**src/rtl/crc_tap_pkg.sv**
```systemverilog
package crc_tap_pkg;
   // register addresses
   localparam int CTRL_ADDR = 0;
   localparam int RES_ADDR  = 1;
   // control field positions (the bench and firmware decode these)
   localparam int MODE_POS = 0;
   localparam int DIR_POS  = 1;
   localparam int CLR_POS  = 2;
   localparam int FRZ_POS  = 3;
   localparam int CTRL_W   = 4;

   typedef struct packed {
      logic frz;     // bit 3
      logic clr;     // bit 2
      logic dir_rx;  // bit 1
      logic mode16;  // bit 0
   } ctrl_t;

   localparam ctrl_t CTRL_RST = '{frz: 1'b0, clr: 1'b1, dir_rx: 1'b0, mode16: 1'b0};
endpackage

```
**src/rtl/crc_ctrl_regs.sv**
```systemverilog
module crc_ctrl_regs
   import crc_tap_pkg::*;
#(
   parameter int ADDR_W = 2,
   parameter int DATA_W = 16
) (
   input  logic              clk,
   input  logic              rst_n,
   input  logic              wr_en,
   input  logic [ADDR_W-1:0] wr_addr,
   input  logic [DATA_W-1:0] wr_data,
   output ctrl_t             ctrl,
   output logic              clr_pulse
);
   localparam logic [ADDR_W-1:0] CTRL_A = ADDR_W'(CTRL_ADDR);

   generate
      if (DATA_W < CTRL_W) begin : g_bad_width
         $error("crc_ctrl_regs: DATA_W too small for control fields");
      end
   endgenerate

   logic  wr_ctrl;
   ctrl_t ctrl_q;
   logic  unused_hi;

   assign wr_ctrl   = wr_en && (wr_addr == CTRL_A);
   assign unused_hi = ^wr_data[DATA_W-1:CTRL_W];
   // clear fires only on the 0 -> 1 step of the stored reset bit
   assign clr_pulse = wr_ctrl && wr_data[CLR_POS] && !ctrl_q.clr;
   assign ctrl      = ctrl_q;

   always_ff @(posedge clk or negedge rst_n) begin
      if (!rst_n) ctrl_q <= CTRL_RST;
      else if (wr_ctrl) ctrl_q <= ctrl_t'(wr_data[CTRL_W-1:0]);
   end

   // after a clear the stored bit is 1, so a repeat write of 1 cannot clear again
   assert_clr_leaves_set_R6: assert property (@(posedge clk) disable iff (!rst_n)
      clr_pulse |=> ctrl_q.clr);
   // a control write lands in the register
   assert_ctrl_written_R10: assert property (@(posedge clk) disable iff (!rst_n)
      wr_ctrl |=> ctrl_q == ctrl_t'($past(wr_data[CTRL_W-1:0])));
   // without a write the control bits hold
   assert_ctrl_hold_R10: assert property (@(posedge clk) disable iff (!rst_n)
      !wr_ctrl |=> $stable(ctrl_q));
endmodule

```
**src/rtl/crc_lfsr_step.sv**
```systemverilog
module crc_lfsr_step #(
   parameter int           W    = 16,
   parameter logic [W-1:0] POLY = '0
) (
   input  logic [W-1:0] cur,
   input  logic         bit_in,
   output logic [W-1:0] nxt
);
   generate
      if (W < 2) begin : g_bad_w
         $error("crc_lfsr_step: W must be at least 2");
      end
   endgenerate

   logic fb;
   assign fb  = bit_in ^ cur[W-1];
   assign nxt = {cur[W-2:0], 1'b0} ^ (fb ? POLY : '0);
endmodule

```
**src/rtl/crc_accum.sv**
```systemverilog
module crc_accum #(
   parameter int                  WIDE_W      = 16,
   parameter int                  NARROW_W    = 7,
   parameter logic [WIDE_W-1:0]   WIDE_POLY   = 16'h1021,
   parameter logic [NARROW_W-1:0] NARROW_POLY = 7'h09
) (
   input  logic              clk,
   input  logic              rst_n,
   input  logic              clr,
   input  logic              step_en,
   input  logic              mode16,
   input  logic              bit_in,
   output logic [WIDE_W-1:0] acc
);
   generate
      if (NARROW_W >= WIDE_W) begin : g_bad_lanes
         $error("crc_accum: narrow lane must be smaller than wide lane");
      end
   endgenerate

   logic [WIDE_W-1:0]   acc_q, acc_d, nxt_wide;
   logic [NARROW_W-1:0] nxt_narrow;

   crc_lfsr_step #(.W(WIDE_W), .POLY(WIDE_POLY)) u_wide (
      .cur(acc_q), .bit_in(bit_in), .nxt(nxt_wide));

   crc_lfsr_step #(.W(NARROW_W), .POLY(NARROW_POLY)) u_narrow (
      .cur(acc_q[NARROW_W-1:0]), .bit_in(bit_in), .nxt(nxt_narrow));

   always_comb begin
      acc_d = acc_q;
      if (clr)          acc_d = '0;
      else if (step_en) acc_d = mode16 ? nxt_wide : WIDE_W'(nxt_narrow);
   end

   always_ff @(posedge clk or negedge rst_n) begin
      if (!rst_n) acc_q <= '0;
      else        acc_q <= acc_d;
   end

   assign acc = acc_q;

   // a clear strobe empties the value
   assert_clear_zero_R6: assert property (@(posedge clk) disable iff (!rst_n)
      clr |=> acc_q == '0);
   // no accepted bit and no clear means the value holds
   assert_idle_hold_R9: assert property (@(posedge clk) disable iff (!rst_n)
      (!clr && !step_en) |=> $stable(acc_q));
   // a narrow-mode step keeps the upper bits empty
   assert_narrow_upper_R3: assert property (@(posedge clk) disable iff (!rst_n)
      (!clr && step_en && !mode16) |=> acc_q[WIDE_W-1:NARROW_W] == '0);
endmodule

```
**src/rtl/crc_tap_engine.sv**
```systemverilog
module crc_tap_engine
   import crc_tap_pkg::*;
#(
   parameter int                  ADDR_W      = 2,
   parameter int                  DATA_W      = 16,
   parameter int                  WIDE_W      = 16,
   parameter int                  NARROW_W    = 7,
   parameter logic [WIDE_W-1:0]   WIDE_POLY   = 16'h1021,
   parameter logic [NARROW_W-1:0] NARROW_POLY = 7'h09
) (
   input  logic              clk,
   input  logic              rst_n,
   input  logic              wr_en,
   input  logic [ADDR_W-1:0] wr_addr,
   input  logic [DATA_W-1:0] wr_data,
   input  logic [ADDR_W-1:0] rd_addr,
   output logic [DATA_W-1:0] rd_data,
   input  logic              tap_bit,
   input  logic              tap_valid,
   input  logic              tap_dir
);
   localparam logic [ADDR_W-1:0] CTRL_A = ADDR_W'(CTRL_ADDR);
   localparam logic [ADDR_W-1:0] RES_A  = ADDR_W'(RES_ADDR);

   generate
      if (DATA_W < WIDE_W) begin : g_bad_data
         $error("crc_tap_engine: DATA_W must hold the wide result");
      end
      if (ADDR_W < 1) begin : g_bad_addr
         $error("crc_tap_engine: ADDR_W must be at least 1");
      end
   endgenerate

   ctrl_t             ctrl;
   logic              clr_pulse, step_en;
   logic [WIDE_W-1:0] acc;
   logic [DATA_W-1:0] res_view;

   crc_ctrl_regs #(.ADDR_W(ADDR_W), .DATA_W(DATA_W)) u_regs (
      .clk(clk), .rst_n(rst_n), .wr_en(wr_en), .wr_addr(wr_addr),
      .wr_data(wr_data), .ctrl(ctrl), .clr_pulse(clr_pulse));

   assign step_en = tap_valid && (tap_dir == ctrl.dir_rx) && !ctrl.frz;

   crc_accum #(.WIDE_W(WIDE_W), .NARROW_W(NARROW_W),
               .WIDE_POLY(WIDE_POLY), .NARROW_POLY(NARROW_POLY)) u_acc (
      .clk(clk), .rst_n(rst_n), .clr(clr_pulse), .step_en(step_en),
      .mode16(ctrl.mode16), .bit_in(tap_bit), .acc(acc));

   assign res_view = ctrl.mode16 ? DATA_W'(acc) : DATA_W'(acc[NARROW_W-1:0]);

   always_comb begin
      rd_data = '0;
      if (rd_addr == CTRL_A)     rd_data = DATA_W'(ctrl);
      else if (rd_addr == RES_A) rd_data = res_view;
   end

   // frozen and not cleared, the value stays put
   assert_frozen_hold_R7: assert property (@(posedge clk) disable iff (!rst_n)
      (ctrl.frz && !clr_pulse) |=> $stable(acc));
   // a bit from the unselected direction changes nothing
   assert_wrong_dir_R4: assert property (@(posedge clk) disable iff (!rst_n)
      (tap_valid && tap_dir != ctrl.dir_rx && !clr_pulse) |=> $stable(acc));
endmodule

```
**config.mk**
```make
export PLATFORM = sky130hd
export DESIGN_NAME = crc_tap_engine
export DESIGN_NICKNAME = d
export VERILOG_FILES = /design/src/rtl/crc_tap_pkg.sv /design/src/rtl/crc_ctrl_regs.sv /design/src/rtl/crc_lfsr_step.sv /design/src/rtl/crc_accum.sv /design/src/rtl/crc_tap_engine.sv
export SDC_FILE = /design/constraint.sdc
export NUM_CORES = 1
export LEC_CHECK = 0
export BUFFER_PORTS_ARGS = -buffer_cell sky130_fd_sc_hd__buf_2
export CAP_MARGIN = 20
export CORE_UTILIZATION = 43
export DETAILED_ROUTE_END_ITERATION = 16
export GPL_ROUTABILITY_DRIVEN = 0
export PLACE_DENSITY = 0.69
export SETUP_SLACK_MARGIN = 0.15
export SYNTH_ARGS = -nofsm -noshare
export SYNTH_HDL_FRONTEND = slang
export SYNTH_HIERARCHICAL = 1
export SYNTH_SLANG_ARGS = --single-unit
```
**constraint.sdc**
```tcl
create_clock -name clk -period 3.7 [get_ports clk]
set_clock_uncertainty 0.1 [all_clocks]
set_input_delay 0.555 -clock clk [delete_from_list [all_inputs] [get_ports clk]]
set_output_delay 0.555 -clock clk [all_outputs]
set_load 0.01 [all_outputs]
```
# Word level (Yosys, flattened, before mapping)
# Index checks and enable logic that the tools add are counted.
[totals]
inputBits = 26
register_bits = 20
elab_cells = 29
out_inout_bits = 16
[classes]
n_reduce_logical = 10
n_eq_ne = 2
n_bitwise = 4
mux = 8
[op_table]
columns = ["operator", "count"]
rows = [
  ["$mux 16", 6],
  ["$xor 16x13->16", 1],
  ["$mux 13", 1],
  ["$xor 7x4->7", 1],
  ["$logic_and 1x1->1", 5],
  ["$logic_not 2->1", 2],
  ["$mux 4", 1],
  ["$eq 2x1->1 const B", 1],
  ["$logic_not 1->1", 2],
  ["$reduce_bool 2->1", 1],
  ["$xor 1x1->1", 2],
  ["$eq 1x1->1", 1],
]

# Logic depth before layout (Yosys ltp)
[logic_depth]
word_depth = 6
depth_mapped = 5

# Hierarchy
# Netlist, hierarchy kept.
[modules_own_cells]
columns = ["mod", "instances", "area_each_um2", "seq_area_each_um2", "cells_each"]
rows = [
  ["crc_accum", 1, 755.7, 400.4, 71],
  ["crc_ctrl_regs", 1, 175.2, 101.3, 10],
  ["crc_tap_engine", 1, 170.2, 0.0, 25],
  ["crc_lfsr_step (u_acc.u_wide)", 1, 161.4, 0.0, 17],
  ["crc_lfsr_step (u_acc.u_narrow)", 1, 77.6, 0.0, 8],
]

# Worst setup path before layout
# Ideal clock, no wire load.
[synth_timing]
path_type = "in2out"
from = "input port rd_addr[0]"
to = "output port rd_data[10]"
required_time_ps = 3045
t_arrival_ps = 1084
path_stages = 3
path_slack_ps = 1961
path_cell_list = "buf_4 and3b_1 and2_1"
[synth_via]
elab_chain_cells = 3
elab_cells_between_ends = 4
[synth_lines]
columns = ["element", "line", "text"]
rows = [
  ["start: declaration", "crc_tap_engine.sv:16", "input logic [ADDR_W-1:0] rd_addr,"],
  ["$eq 2x1->1", "crc_tap_engine.sv:55", "else if (rd_addr == RES_A) rd_data = res_view;"],
  ["$mux 16", "crc_tap_engine.sv:55", ""],
  ["$mux 16 (*)", "crc_tap_engine.sv:54", "if (rd_addr == CTRL_A) rd_data = DATA_W'(ctrl);"],
  ["end: declaration", "crc_tap_engine.sv:17", "output logic [DATA_W-1:0] rd_data,"],
]
# Mark *: on every way between the ends. The rest lies on a longest branch, timed or not.

# Final worst setup path
[layout_timing]
from = "register u_regs.ctrl_q (netlist bit u_regs/ctrl[0])"
to = "output port rd_data[8]"
[layout_via]
elab_chain_cells = 3
[layout_lines]
columns = ["element", "line", "text"]
rows = [
  ["start: declaration", "crc_ctrl_regs.sv:24", "ctrl_t ctrl_q;"],
  ["start signal: assignment", "crc_ctrl_regs.sv:35", "else if (wr_ctrl) ctrl_q <= ctrl_t'(wr_data[CTRL_W-1:0]);"],
  ["$mux 16", "crc_tap_engine.sv:50", "assign res_view = ctrl.mode16 ? DATA_W'(acc) : DATA_W'(acc[NARROW_W-1:0]);"],
  ["$mux 16", "crc_tap_engine.sv:55", ""],
  ["$mux 16", "crc_tap_engine.sv:54", ""],
]
# No other way between the ends.

==> impl_metrics.py <==
metrics = {
    "status": {
        "status": "finished, violations left",
        "violations": "DRC",
    },
    "setup_path": {
        "required_ns": 3.04,
        "critPathCaptureType": "output port",
        "critPathMaxFanout": 20,
        "timing.rr.end": "u_acc/acc[12]",
        "timing.rr.start": "u_regs/ctrl[1]",
        "reg2reg_depth": 5,
        "r2r_slack_ns": 2.13,
        "cp.arrival_ns": 1.86,
        "cp-start-kind": "register",
        "critPathKind": "register to output port",
    },
    "global_routing": {
        "grt_pass1_vias": 802,
        "grt_usage": 0.151,
        "antenna_found_initial": 0,
        "grt_max_degree": 33,
        "grt-ovfl-total": 0,
        "grt_pass1_wl_mm": 3.77,
    },
    "timing": {
        "finalCriticalPeriod_ns": 2.52,
        "tightestPinTransition_ns": 0.751,
        "fmax_mhz": 397,
        "rsz0062_at_grt": "no",
        "slew_headroom": 0.499,
        "fin_ws_ns": 1.18,
        "fin_crit_sh": 0.681,
        "setup_viol": 0,
        "tns_ns": 0,
        "slew_violations": 0,
        "final-hold-violation-count": 0,
    },
    "die": {
        "die_w_um": 57.8,
        "die_y_um": 57.8,
        "core_area_um2": 2850,
        "num_rows": 19,
        "start_util": 0.470,
        "die_area_um2": 3340,
        "num_io_pins": 42,
    },
    "power": {
        "finalPower_mw": 0.774,
        "vdd_drop_max_mv": 0.239,
        "powerDensity_nw_per_um2": 562,
        "power.leakage_nw": 0.689,
    },
    "drt": {
        "vias": 882,
        "drc_errors": 1,
        "viasPerCell": 5.25,
        "avgRoutedWirePerCell_um": 13.9,
        "drt_iter0_markers": 13,
        "firstDrtPassIters": 10,
        "ant_nets": 0,
        "wirelength_mm": 2.33,
    },
    "clock_tree": {
        "numClockSinks": 20,
        "path_clk_slew_ns": 0.11,
        "ctsResizeCount": 0,
        "clock-root-buffer": "clkbuf_4",
        "cts_max_level": 1,
        "clockBufferDepth": 2,
        "insertion_delay_ns": 0.31,
        "holdBufCountCts": 0,
        "cts_setup_buffers": 0,
        "numCtsBuffers": 3,
        "cts_tree": "yes",
    },
    "placed_design": {
        "dp_cells": 164,
        "dp_slack_ns": 1.52,
        "dp_hpwl_mm": 1.60,
        "port_buffers": 29,
    },
    "yosys": {
        "seq_area_frac_synth": 0.374,
        "synth_cell_type_count": 24,
        "syn_nets": 157,
        "synth.avg_cell_area_um2": 10.2,
        "synth-seq-cells": 20,
        "ys.warnings.count": 6,
        "synth_cells": 131,
        "synth_area_um2": 1340,
    },
    "finish": {
        "stdcell_count": 168,
        "antenna_cells": 0,
        "final_util": 0.482,
        "area_growth_pct": 2.71,
        "post_route_cells_drive_above_1_share": 0.314,
        "final_nets": 164,
    },
    "flow_run": {
        "maxCapViolCount": 0,
    },
    "hold_path": {
        "hold_class": "primary input to async pin",
    },
}
flip-flops by register name, summed over array words and instances (netlist names):
| register | count |
|---|---|
| u_regs/ctrl | 4 |
| u_acc/acc | 16 |
cell usage after synthesis (all sizes together):
cell type	instances	area [um^2]
mux2	4	45.0
dfstp	1	26.3
xor2	3	26.3
nand3	9	45.0
a21oi	9	45.0
and2	11	68.8
nand2b	9	56.3
and3b	2	18.8
nor3b	2	26.3
clkbuf	1	3.75
and3	1	6.26
dfrtp	19	475
buf	27	209
a211oi	7	57.6
nor2	11	41.3
mux2i	11	110
xor3	3	71.3
and2b	1	7.51
critical path: stages, from the launching register on:
cell	delay, ns
dfrtp_1	0.85
and3b_1	0.41
and2_1	0.17
buf_2	0.13
through the flow:
| stage | cell area, um^2 | hold WS, ns |
|---|---|---|
| finish | 1380 | 0.0735 |
| global route | 1380 | 0.0808 |
| CTS | 1380 | 0.0826 |
| detailed placement | 1320 | 0.430 |
| global placement | 1320 | 0.423 |
| floorplan | 1340 | 0.159 |
cells in the final DEF, fill, tap and decap left out:
cell type	n
and2_1	11
dfrtp_1	19
xor3_1	3
buf_4	1
mux2_2	4
bufinv_16	1
clkbuf_4	3
a211oi_1	6
and3_1	1
nor3b_2	1
and3b_2	1
nor2_1	11
a211oi_2	1
xor2_1	3
nand3_1	9
nor3b_4	1
and2b_1	1
and3b_1	1
dfstp_2	1
mux2i_1	11
nand2b_1	9
buf_2	29
a21oi_1	9
routing by layer:
layer / track usage / routed length, um / vias to the layer above
li1: - / - / 434
met5: 0 / 0 / -
met4: 0.0816 / 44 / 0
met2: 0.238 / 1090 / 28
met3: 0.0313 / 119 / 4
met1: 0.195 / 1070 / 416
area by class of cell:
| type | count | area (um^2) |
|---|---|---|
| Sequential cell | 20 | 502 |
| Timing Repair Buffer | 30 | 153 |
| Clock buffer | 3 | 22.5 |
| Tap cell | 31 | 38.8 |
| Fill cell | 266 | 1480 |
| Multi-Input combinational cell | 83 | 631 |
| Clock inverter | 1 | 30.0 |
how the worst max path moves through the flow:
| stage | to | slack (ns) | startpoint | cells past startpoint |
|---|---|---|---|---|
| after floorplan | rd_data[10] | 1.96 | rd_addr[0] | 3 |
| after global placement | rd_data[15] | 1.54 | u_regs/ctrl[0] | 3 |
| after detailed placement | rd_data[8] | 1.52 | u_regs/ctrl[0] | 3 |
| after CTS | rd_data[8] | 1.16 | u_regs/ctrl[0] | 3 |
| after global routing | rd_data[9] | 1.01 | u_regs/ctrl[0] | 3 |
| final | rd_data[8] | 1.18 | u_regs/ctrl[0] | 3 |
logic make-up (layout without fill, tap and decap cells):
family                 count (synthesis)  in the layout  synth area share
AO/OA/AOI/OAI                         16             16            0.0766
buffers and inverters                 28             34             0.159
multiplexers                          15             15             0.116
flip-flops                            20             20             0.374
AND/OR/NAND/NOR                       46             46             0.202
XOR/XNOR                               6              6            0.0728
power breakdown:
| part | switching, mW | internal, mW | leakage [nW] |
|---|---|---|---|
| Combinational | 0.0983 | 0.132 | 0.411 |
| Clock | 0.0719 | 0.110 | 0.0279 |
| Sequential | 0.0783 | 0.284 | 0.250 |
| Total | 0.248 | 0.526 | 0.689 |
(Power assumes the default switching activity.)
